<file path="config.mk">
export PLATFORM = sky130hd
export DESIGN_NAME = pmem_ctrl
export DESIGN_NICKNAME = d
export VERILOG_FILES = /design/src/rtl/pmem_pkg.sv /design/src/rtl/pmem_timer.sv /design/src/rtl/pmem_row_tracker.sv /design/src/rtl/pmem_wdata_reg.sv /design/src/rtl/pmem_ctrl.sv
export SDC_FILE = /design/constraint.sdc
export NUM_CORES = 1
export LEC_CHECK = 0
export ABC_AREA = 0
export BUFFER_PORTS_ARGS = -buffer_cell sky130_fd_sc_hd__clkbuf_2
export CAP_MARGIN = 20
export CORE_ASPECT_RATIO = 2
export CORE_MARGIN = 2
export CORE_UTILIZATION = 54
export CTS_CLUSTER_SIZE = 28
export DETAILED_ROUTE_END_ITERATION = 6
export PLACE_DENSITY = 0.84
export SLEW_MARGIN = 20
export SYNTH_ARGS = -nofsm -noshare
export SYNTH_HDL_FRONTEND = slang
export SYNTH_SLANG_ARGS = --single-unit
export TNS_END_PERCENT = 20
</file>
<file path="constraint.sdc">
create_clock -name clk -period 2.3 [get_ports clk]
set_clock_uncertainty 0.05 [all_clocks]
set_input_delay 0.115 -clock clk [delete_from_list [all_inputs] [get_ports clk]]
set_output_delay 0.115 -clock clk [all_outputs]
set_load 0.05 [all_outputs]
</file>
<file path="src/rtl/pmem_pkg.sv">
package pmem_pkg;

   typedef enum logic [2:0] {
      ST_IDLE,
      ST_PRE,
      ST_RD,
      ST_WSET,
      ST_WLOW,
      ST_HOLD
   } pm_state_t;

   function automatic int max3(input int a, input int b, input int c);
      int m;
      m = (a > b) ? a : b;
      return (m > c) ? m : c;
   endfunction

endpackage

</file>
<file path="src/rtl/pmem_timer.sv">
module pmem_timer #(
   parameter int W = 4
) (
   input  logic         clk,
   input  logic         rst_n,
   input  logic         load,
   input  logic [W-1:0] load_val,
   output logic         done
);

   logic [W-1:0] cnt;

   always_ff @(posedge clk or negedge rst_n) begin
      if (!rst_n)
         cnt <= '0;
      else if (load)
         cnt <= load_val;
      else if (cnt != '0)
         cnt <= cnt - 1'b1;
   end

   assign done = (cnt == '0);

endmodule

</file>
<file path="src/rtl/pmem_row_tracker.sv">
module pmem_row_tracker #(
   parameter int ROW_W  = 12,
   parameter int T_IDLE = 16
) (
   input  logic             clk,
   input  logic             rst_n,
   input  logic             open_set,
   input  logic [ROW_W-1:0] open_row_in,
   input  logic             close,
   input  logic             hold_idle,
   input  logic [ROW_W-1:0] chk_row,
   output logic             row_open,
   output logic             hit,
   output logic             timeout
);

   logic [ROW_W-1:0] open_row;

   always_ff @(posedge clk or negedge rst_n) begin
      if (!rst_n) begin
         row_open <= 1'b0;
         open_row <= '0;
      end else if (close) begin
         row_open <= 1'b0;
      end else if (open_set) begin
         row_open <= 1'b1;
         open_row <= open_row_in;
      end
   end

   assign hit = row_open && (chk_row == open_row);

   generate
      if (T_IDLE > 0) begin : g_idle
         localparam int IW = $clog2(T_IDLE + 1);
         logic [IW-1:0] idle_cnt;

         always_ff @(posedge clk or negedge rst_n) begin
            if (!rst_n)
               idle_cnt <= '0;
            else if (!hold_idle)
               idle_cnt <= '0;
            else if (idle_cnt != IW'(T_IDLE - 1))
               idle_cnt <= idle_cnt + 1'b1;
         end

         assign timeout = hold_idle && (idle_cnt == IW'(T_IDLE - 1));
      end else begin : g_no_idle
         assign timeout = 1'b0;
      end
   endgenerate

   // an idle close can only fire while a row is open
   p_timeout_open_r8: assert property (@(posedge clk) disable iff (!rst_n)
      timeout |-> row_open);

endmodule

</file>
<file path="src/rtl/pmem_wdata_reg.sv">
module pmem_wdata_reg #(
   parameter int DW = 8
) (
   input  logic          clk,
   input  logic          rst_n,
   input  logic          cap,
   input  logic [DW-1:0] d,
   output logic [DW-1:0] q
);

   always_ff @(posedge clk or negedge rst_n) begin
      if (!rst_n)
         q <= '0;
      else if (cap)
         q <= d;
   end

endmodule

</file>
<file path="src/rtl/pmem_ctrl.sv">
module pmem_ctrl
   import pmem_pkg::*;
#(
   parameter int AW     = 15,
   parameter int DW     = 8,
   parameter int COL_W  = 3,
   parameter int T_ACC  = 3,
   parameter int T_PC   = 2,
   parameter int T_WP   = 2,
   parameter int T_DS   = 1,
   parameter int T_IDLE = 16
) (
   input  logic          clk,
   input  logic          rst_n,
   input  logic          req,
   input  logic          req_we,
   input  logic [AW-1:0] req_addr,
   input  logic [DW-1:0] req_wdata,
   input  logic          close_row,
   output logic          ready,
   output logic          rvalid,
   output logic [DW-1:0] rdata,
   output logic          mem_ce_n,
   output logic          mem_we_n,
   output logic          mem_oe_n,
   output logic [AW-1:0] mem_addr,
   output logic [DW-1:0] mem_dq_o,
   output logic          mem_dq_oe,
   input  logic [DW-1:0] mem_dq_i
);

   localparam int ROW_W  = AW - COL_W;
   localparam int T_WLOW = max3(T_ACC, T_WP, T_DS);
   localparam int T_MAX  = max3(T_ACC, T_WLOW, T_PC);
   localparam int CNT_W  = $clog2(T_MAX + 1) + 1;

   initial begin
      assert (T_ACC >= 1 && T_PC >= 1 && T_WP >= 1 && T_DS >= 0)
         else $error("pmem_ctrl: timing counts out of range");
      assert (AW > COL_W && COL_W >= 1 && DW >= 1)
         else $error("pmem_ctrl: address or data width out of range");
      assert (T_IDLE >= 0)
         else $error("pmem_ctrl: idle timeout must not be negative");
   end

   pm_state_t     state;
   logic          pend;
   logic          p_we;
   logic [AW-1:0] p_addr;

   logic          accept;
   logic          hit, row_open, timeout;
   logic          go_page, go_close;
   logic          launch_now, launch_we;
   logic [AW-1:0] launch_addr;
   logic          tmr_load, tmr_done;
   logic [CNT_W-1:0] tmr_val;

   assign ready  = (state == ST_IDLE) || (state == ST_HOLD);
   assign accept = req && ready;

   assign go_page  = (state == ST_HOLD) && accept && hit && !close_row;
   assign go_close = (state == ST_HOLD) &&
                     ((accept && !go_page) || (!req && (close_row || timeout)));

   always_comb begin
      launch_now  = 1'b0;
      launch_we   = req_we;
      launch_addr = req_addr;
      if ((state == ST_IDLE && accept) || go_page) begin
         launch_now = 1'b1;
      end else if (state == ST_PRE && tmr_done && pend) begin
         launch_now  = 1'b1;
         launch_we   = p_we;
         launch_addr = p_addr;
      end
   end

   always_comb begin
      tmr_load = 1'b0;
      tmr_val  = '0;
      if (launch_now && !launch_we) begin
         tmr_load = 1'b1;
         tmr_val  = CNT_W'(T_ACC - 1);
      end else if (state == ST_WSET) begin
         tmr_load = 1'b1;
         tmr_val  = CNT_W'(T_WLOW - 1);
      end else if (go_close) begin
         tmr_load = 1'b1;
         tmr_val  = CNT_W'(T_PC - 1);
      end
   end

   pmem_timer #(.W(CNT_W)) u_timer (
      .clk      (clk),
      .rst_n    (rst_n),
      .load     (tmr_load),
      .load_val (tmr_val),
      .done     (tmr_done)
   );

   pmem_row_tracker #(.ROW_W(ROW_W), .T_IDLE(T_IDLE)) u_rows (
      .clk         (clk),
      .rst_n       (rst_n),
      .open_set    (launch_now),
      .open_row_in (launch_addr[AW-1:COL_W]),
      .close       (go_close),
      .hold_idle   ((state == ST_HOLD) && !req),
      .chk_row     (req_addr[AW-1:COL_W]),
      .row_open    (row_open),
      .hit         (hit),
      .timeout     (timeout)
   );

   pmem_wdata_reg #(.DW(DW)) u_wdata (
      .clk   (clk),
      .rst_n (rst_n),
      .cap   (accept && req_we),
      .d     (req_wdata),
      .q     (mem_dq_o)
   );

   always_ff @(posedge clk or negedge rst_n) begin
      if (!rst_n) begin
         p_we   <= 1'b0;
         p_addr <= '0;
      end else if (accept) begin
         p_we   <= req_we;
         p_addr <= req_addr;
      end
   end

   always_ff @(posedge clk or negedge rst_n) begin
      if (!rst_n) begin
         state     <= ST_IDLE;
         pend      <= 1'b0;
         mem_ce_n  <= 1'b1;
         mem_we_n  <= 1'b1;
         mem_oe_n  <= 1'b1;
         mem_dq_oe <= 1'b0;
         mem_addr  <= '0;
         rvalid    <= 1'b0;
         rdata     <= '0;
      end else begin
         rvalid <= 1'b0;
         if (launch_now) begin
            mem_ce_n <= 1'b0;
            mem_addr <= launch_addr;
            pend     <= 1'b0;
            if (launch_we) begin
               mem_dq_oe <= 1'b1;
               state     <= ST_WSET;
            end else begin
               mem_oe_n <= 1'b0;
               state    <= ST_RD;
            end
         end else begin
            case (state)
               ST_PRE: begin
                  if (tmr_done)
                     state <= ST_IDLE;
               end
               ST_RD: begin
                  if (tmr_done) begin
                     rdata    <= mem_dq_i;
                     rvalid   <= 1'b1;
                     mem_oe_n <= 1'b1;
                     state    <= ST_HOLD;
                  end
               end
               ST_WSET: begin
                  mem_we_n <= 1'b0;
                  state    <= ST_WLOW;
               end
               ST_WLOW: begin
                  if (tmr_done) begin
                     mem_we_n  <= 1'b1;
                     mem_dq_oe <= 1'b0;
                     state     <= ST_HOLD;
                  end
               end
               ST_HOLD: begin
                  if (go_close) begin
                     mem_ce_n <= 1'b1;
                     pend     <= accept;
                     state    <= ST_PRE;
                  end
               end
               default: ;
            endcase
         end
      end
   end

   // Assertion support: cycles chip enable has been high, saturating
   logic [CNT_W-1:0] hi_cnt;
   always_ff @(posedge clk or negedge rst_n) begin
      if (!rst_n)
         hi_cnt <= CNT_W'(T_PC);
      else if (!mem_ce_n)
         hi_cnt <= '0;
      else if (hi_cnt != CNT_W'(T_PC))
         hi_cnt <= hi_cnt + 1'b1;
   end

   // precharge interval honoured before every new activation
   p_precharge_len_r5: assert property (@(posedge clk) disable iff (!rst_n)
      $fell(mem_ce_n) |-> (hi_cnt == CNT_W'(T_PC)));

   // no output enable while writing or driving the pad
   p_no_contention_r6: assert property (@(posedge clk) disable iff (!rst_n)
      !mem_oe_n |-> (mem_we_n && !mem_dq_oe));

   // write pulse lies inside an active chip enable with stable data
   p_we_inside_ce_r3: assert property (@(posedge clk) disable iff (!rst_n)
      !mem_we_n |-> (!mem_ce_n && mem_dq_oe));
   p_we_stable_r3: assert property (@(posedge clk) disable iff (!rst_n)
      (!mem_we_n && $past(!mem_we_n)) |-> ($stable(mem_dq_o) && $stable(mem_addr)));

   // read result is a single-cycle pulse
   p_rvalid_pulse_r2: assert property (@(posedge clk) disable iff (!rst_n)
      rvalid |=> !rvalid);

   // one request per handshake
   p_ready_drop_r10: assert property (@(posedge clk) disable iff (!rst_n)
      (req && ready) |=> !ready);

   // a same-row request keeps chip enable low
   p_page_keep_ce_r4: assert property (@(posedge clk) disable iff (!rst_n)
      (req && ready && hit && !close_row && !mem_ce_n) |=> !mem_ce_n);

endmodule

</file>
==> impl_summary.txt <==
----------------------------------------------------
[Run status]
  Result of the run ... finished clean

[Global route]
  Gr ovfl total ... 0
  Overall fraction of global-route tracks in use ... 27.2%
  Maximum number of pins on one net before global-route repair ... 49
  Antenna violations before repair ... 0
  Vias in the first global route ... 3115
  First-pass GRT wire length ... ~15 mm

[Pwr]
  Total power density per cell area ... between 1500 and 2000 nW/um^2
  Maximum VDD drop ... roughly 0.90 mV
  Lkg Pwr ... 0.00219 uW
  PnR Total Power ... between 6000 and 7000 uW

[Routing]
  Vias per std cell ... a little under 6
  DRC marker count from the first detailed-route iteration ... 179
  Wire length per cell ... 17.3 um
  Initial DRT Pass Iterations ... 5
  DRT antenna net count ... 0
  Total wire length after detailed routing ... 9.00 mm
  Routed vias ... around 3000
  Number of remaining DRC errors ... 0

[Setup path]
  Sort of element at the start of the critical path ... register
  Critical Path Sink Type ... register
  Critical path arrival ... between 2 and 2.5 ns
  Largest fanout on the critical path ... 29
  Setup Crit Path Kind ... reg2reg
  Worst endpoint required time ... between 2 and 2.5 ns

[CTS]
  Clock slew at the register clock pins of the worst setup and hold paths ... roughly 0.06 ns
  Clock sinks ... between 70 and 80
  TritonCTS clock tree ... built
  Number of buffers on the longest clock path ... 2
  Post-CTS setup buffer count ... 0
  Clk Latency, worst-skew pair ... roughly 0.34 ns
  Number of CTS-inserted buffers ... 9
  Buffer type at the clock tree root ... clkbuf_16
  Level count of the clock H-tree ... 3

[Placed design]
  Post-Place Worst Slack ... between 0.2 and 0.25 ns
  Placement-stage cell area ... about 4000 um^2
  Routability cong. ... 0.839
  HPWL reported at the end of detailed placement ... ~5.9 mm
  PortBufs ... between 70 and 80

[Synthesis]
  Synthesis Warnings ... 0
  Seq cells post-synth ... 77
  Fraction of the yosys area taken by sequential cells ... between 50% and 60%
  Count of flip-flops with a built-in enable after synthesis ... 0
  Ys async rst share ... between 90% and 100%
  Post-synthesis cell area ... roughly 3500 um^2
  Synthesized instance count ... about 330
  Most used DFF post-synth ... dfrtp_1
  Net count after synthesis ... between 300 and 400
  Number of distinct library cell variants in the gate-level netlist after synthesis ... between 40 and 50
  Syn_area_per_cell ... about 11 um^2

[Timing]
  Smallest setup slack after layout ... just under 0.2 ns
  Total Neg Setup Slack ... 0 ns
  Final slew viol count ... 0
  Final hold violation count ... 0
  Worst slew margin ... approximately 62%
  Final setup violation count ... 0
  RSZ-0062 raised after global routing ... no
  Slew @ Worst Pin ... approximately 0.56 ns
  Highest attainable clock frequency ... between 400 and 500 MHz
  Fin crit share ... 91.4%
  Post-layout minimum cycle time ... 2.10 ns

[Final layout]
  Final instance area ... approximately 4500 um^2
  Area delta synth->final ... 27.7%
  Filler instances ... between 400 and 500
  Final Net Count ... between 400 and 500
  Share of layout cells above drive strength 1 ... 30.6%
  Antenna diode count ... 0

[Die]
  Top-level I/O count ... 73
  Placement row count ... a little over 40
  Die outline area ... 7240 um^2
  Die extent in x ... around 61 um
  Core Area ... between 6000 and 7000 um^2
  Effective utilization at floorplan ... 55.9%
  Die boundary height ... 118 um

[Hold path]
  Path type of the worst min-delay path ... in2reg

[Run]
  Number of maximum-capacitance constraint violations ... 0

----------------------------------------------------
## timing repair
item / in CTS / in global routing
gates resized for setup: 0 / 0
endpoints found under the hold margin: 36 / 0
setup endpoints to repair: 0 / 0
hold buffers: 20 / 0
## path summary, 6_finish.rpt
check,from,endpoint,slack [ns],cells after the start
max in group asynchronous,rst_n,u_rows.g_idle.idle_cnt[2],1.40,3
setup / recovery,u_timer.cnt[1],u_timer.cnt[2],0.20,8
min in group asynchronous,rst_n,state[0],0.21,2
setup reg to reg,u_timer.cnt[1],u_timer.cnt[2],0.20,8
hold / removal,req_addr[5],p_addr[5],0.005,2
hold reg to reg,mem_we_n,mem_we_n,0.41,2
## layer usage
metal	global-route usage (%)	wire, um
met1	30.5	3130
met2	44.2	5060
met3	5.36	415
met4	17.8	395
met5	0	0
## Yosys cell counts, types with 3 or more instances
| cell type | number | share of area (%) |
|---|---|---|
| dfrtp_1 | 74 | 52 |
| nor2_1 | 29 | 3.1 |
| buf_4 | 3 | 0.64 |
| nand3b_1 | 3 | 0.64 |
| a21oi_1 | 33 | 4.7 |
| inv_1 | 5 | 0.53 |
| dfstp_2 | 3 | 2.2 |
| clkbuf_1 | 7 | 0.74 |
| nor4_2 | 4 | 1.4 |
| xor2_1 | 14 | 3.5 |
| a221o_1 | 3 | 0.85 |
| mux2_1 | 3 | 0.96 |
| o21ai_0 | 14 | 2.0 |
| a31oi_1 | 24 | 4.3 |
| nor2b_1 | 4 | 0.71 |
| mux2_2 | 18 | 5.7 |
| nand2_1 | 42 | 4.5 |
| buf_2 | 9 | 1.3 |
| ha_1 | 4 | 1.4 |
| and2_1 | 3 | 0.53 |
| xnor2_1 | 3 | 0.74 |
## stage by stage
stage	util (%)	std cells	hold WS, ns
after CTS	71.4	521	0.00225
after floorplan	-	333	-0.231
after detailed placement	63.6	485	0.0102
after global placement	63.6	485	0.000590
final	71.4	521	0.00511
after global routing	71.4	521	0.0107
## cells in the final DEF (no fill, tap or decap), types with 5 or more instances in the layout
cell           instances
clkbuf_2              71
mux2_2                18
clkinv_2               5
a31oi_1               24
dlygate4sd3_1         20
inv_1                  5
nor2_1                29
clkbuf_16              9
xor2_1                14
nand2_1               42
dfrtp_1               74
buf_4                 12
a21oi_1               33
o21ai_0               14
## kinds of logic (layout without fill, tap and decap cells)
group / count (synthesis) / count (layout) / share of synthesized area, %
simple gates: 106 / 106 / 15.8
compound gates: 80 / 80 / 13.1
flops: 77 / 77 / 54.7
buf+inv: 26 / 128 / 3.44
mux: 23 / 23 / 7.27
xor+xnor: 17 / 17 / 4.22
fa+ha+maj: 4 / 4 / 1.42
## critical path, stage by stage, from the launching register on
cell      delay, ns
dfrtp_1        0.40
inv_1          0.09
ha_1           0.23
nand2b_4       0.09
nor4b_4        0.28
buf_4          0.34
nor2_1         0.11
a21oi_1        0.30
nor4_2         0.09
## cell type report
class | count | area [um^2] | area share, %
flip-flops and latches | 77 | 1930 | 42.8
multi-input cells | 230 | 1480 | 32.8
repair buffers | 105 | 671 | 14.9
well taps | 86 | 108 | 2.39
clock buffers | 11 | 243 | 5.39
inverters | 7 | 27.5 | 0.611
clock inverters | 5 | 50.0 | 1.11
## power breakdown
part           internal [uW]  switching, uW  leakage (uW)  total [uW]
Clock                    861            524      0.000149        1390
Sequential              1990            404      0.000936        2390
Combinational           1030           2160       0.00111        3190
## sequential cells by signal, indices dropped and copies added (netlist names)
name and count:
u_rows.row_open 1, p_we 1, mem_addr 15, u_wdata.q 8
state 3, mem_ce_n 1, mem_dq_oe 1, u_timer.cnt 3
u_rows.open_row 12, rvalid 1, u_rows.g_idle.idle_cnt 5, rdata 8
mem_we_n 1, mem_oe_n 1, pend 1, p_addr 15
Note: power is estimated with default switching activity, not from simulation.
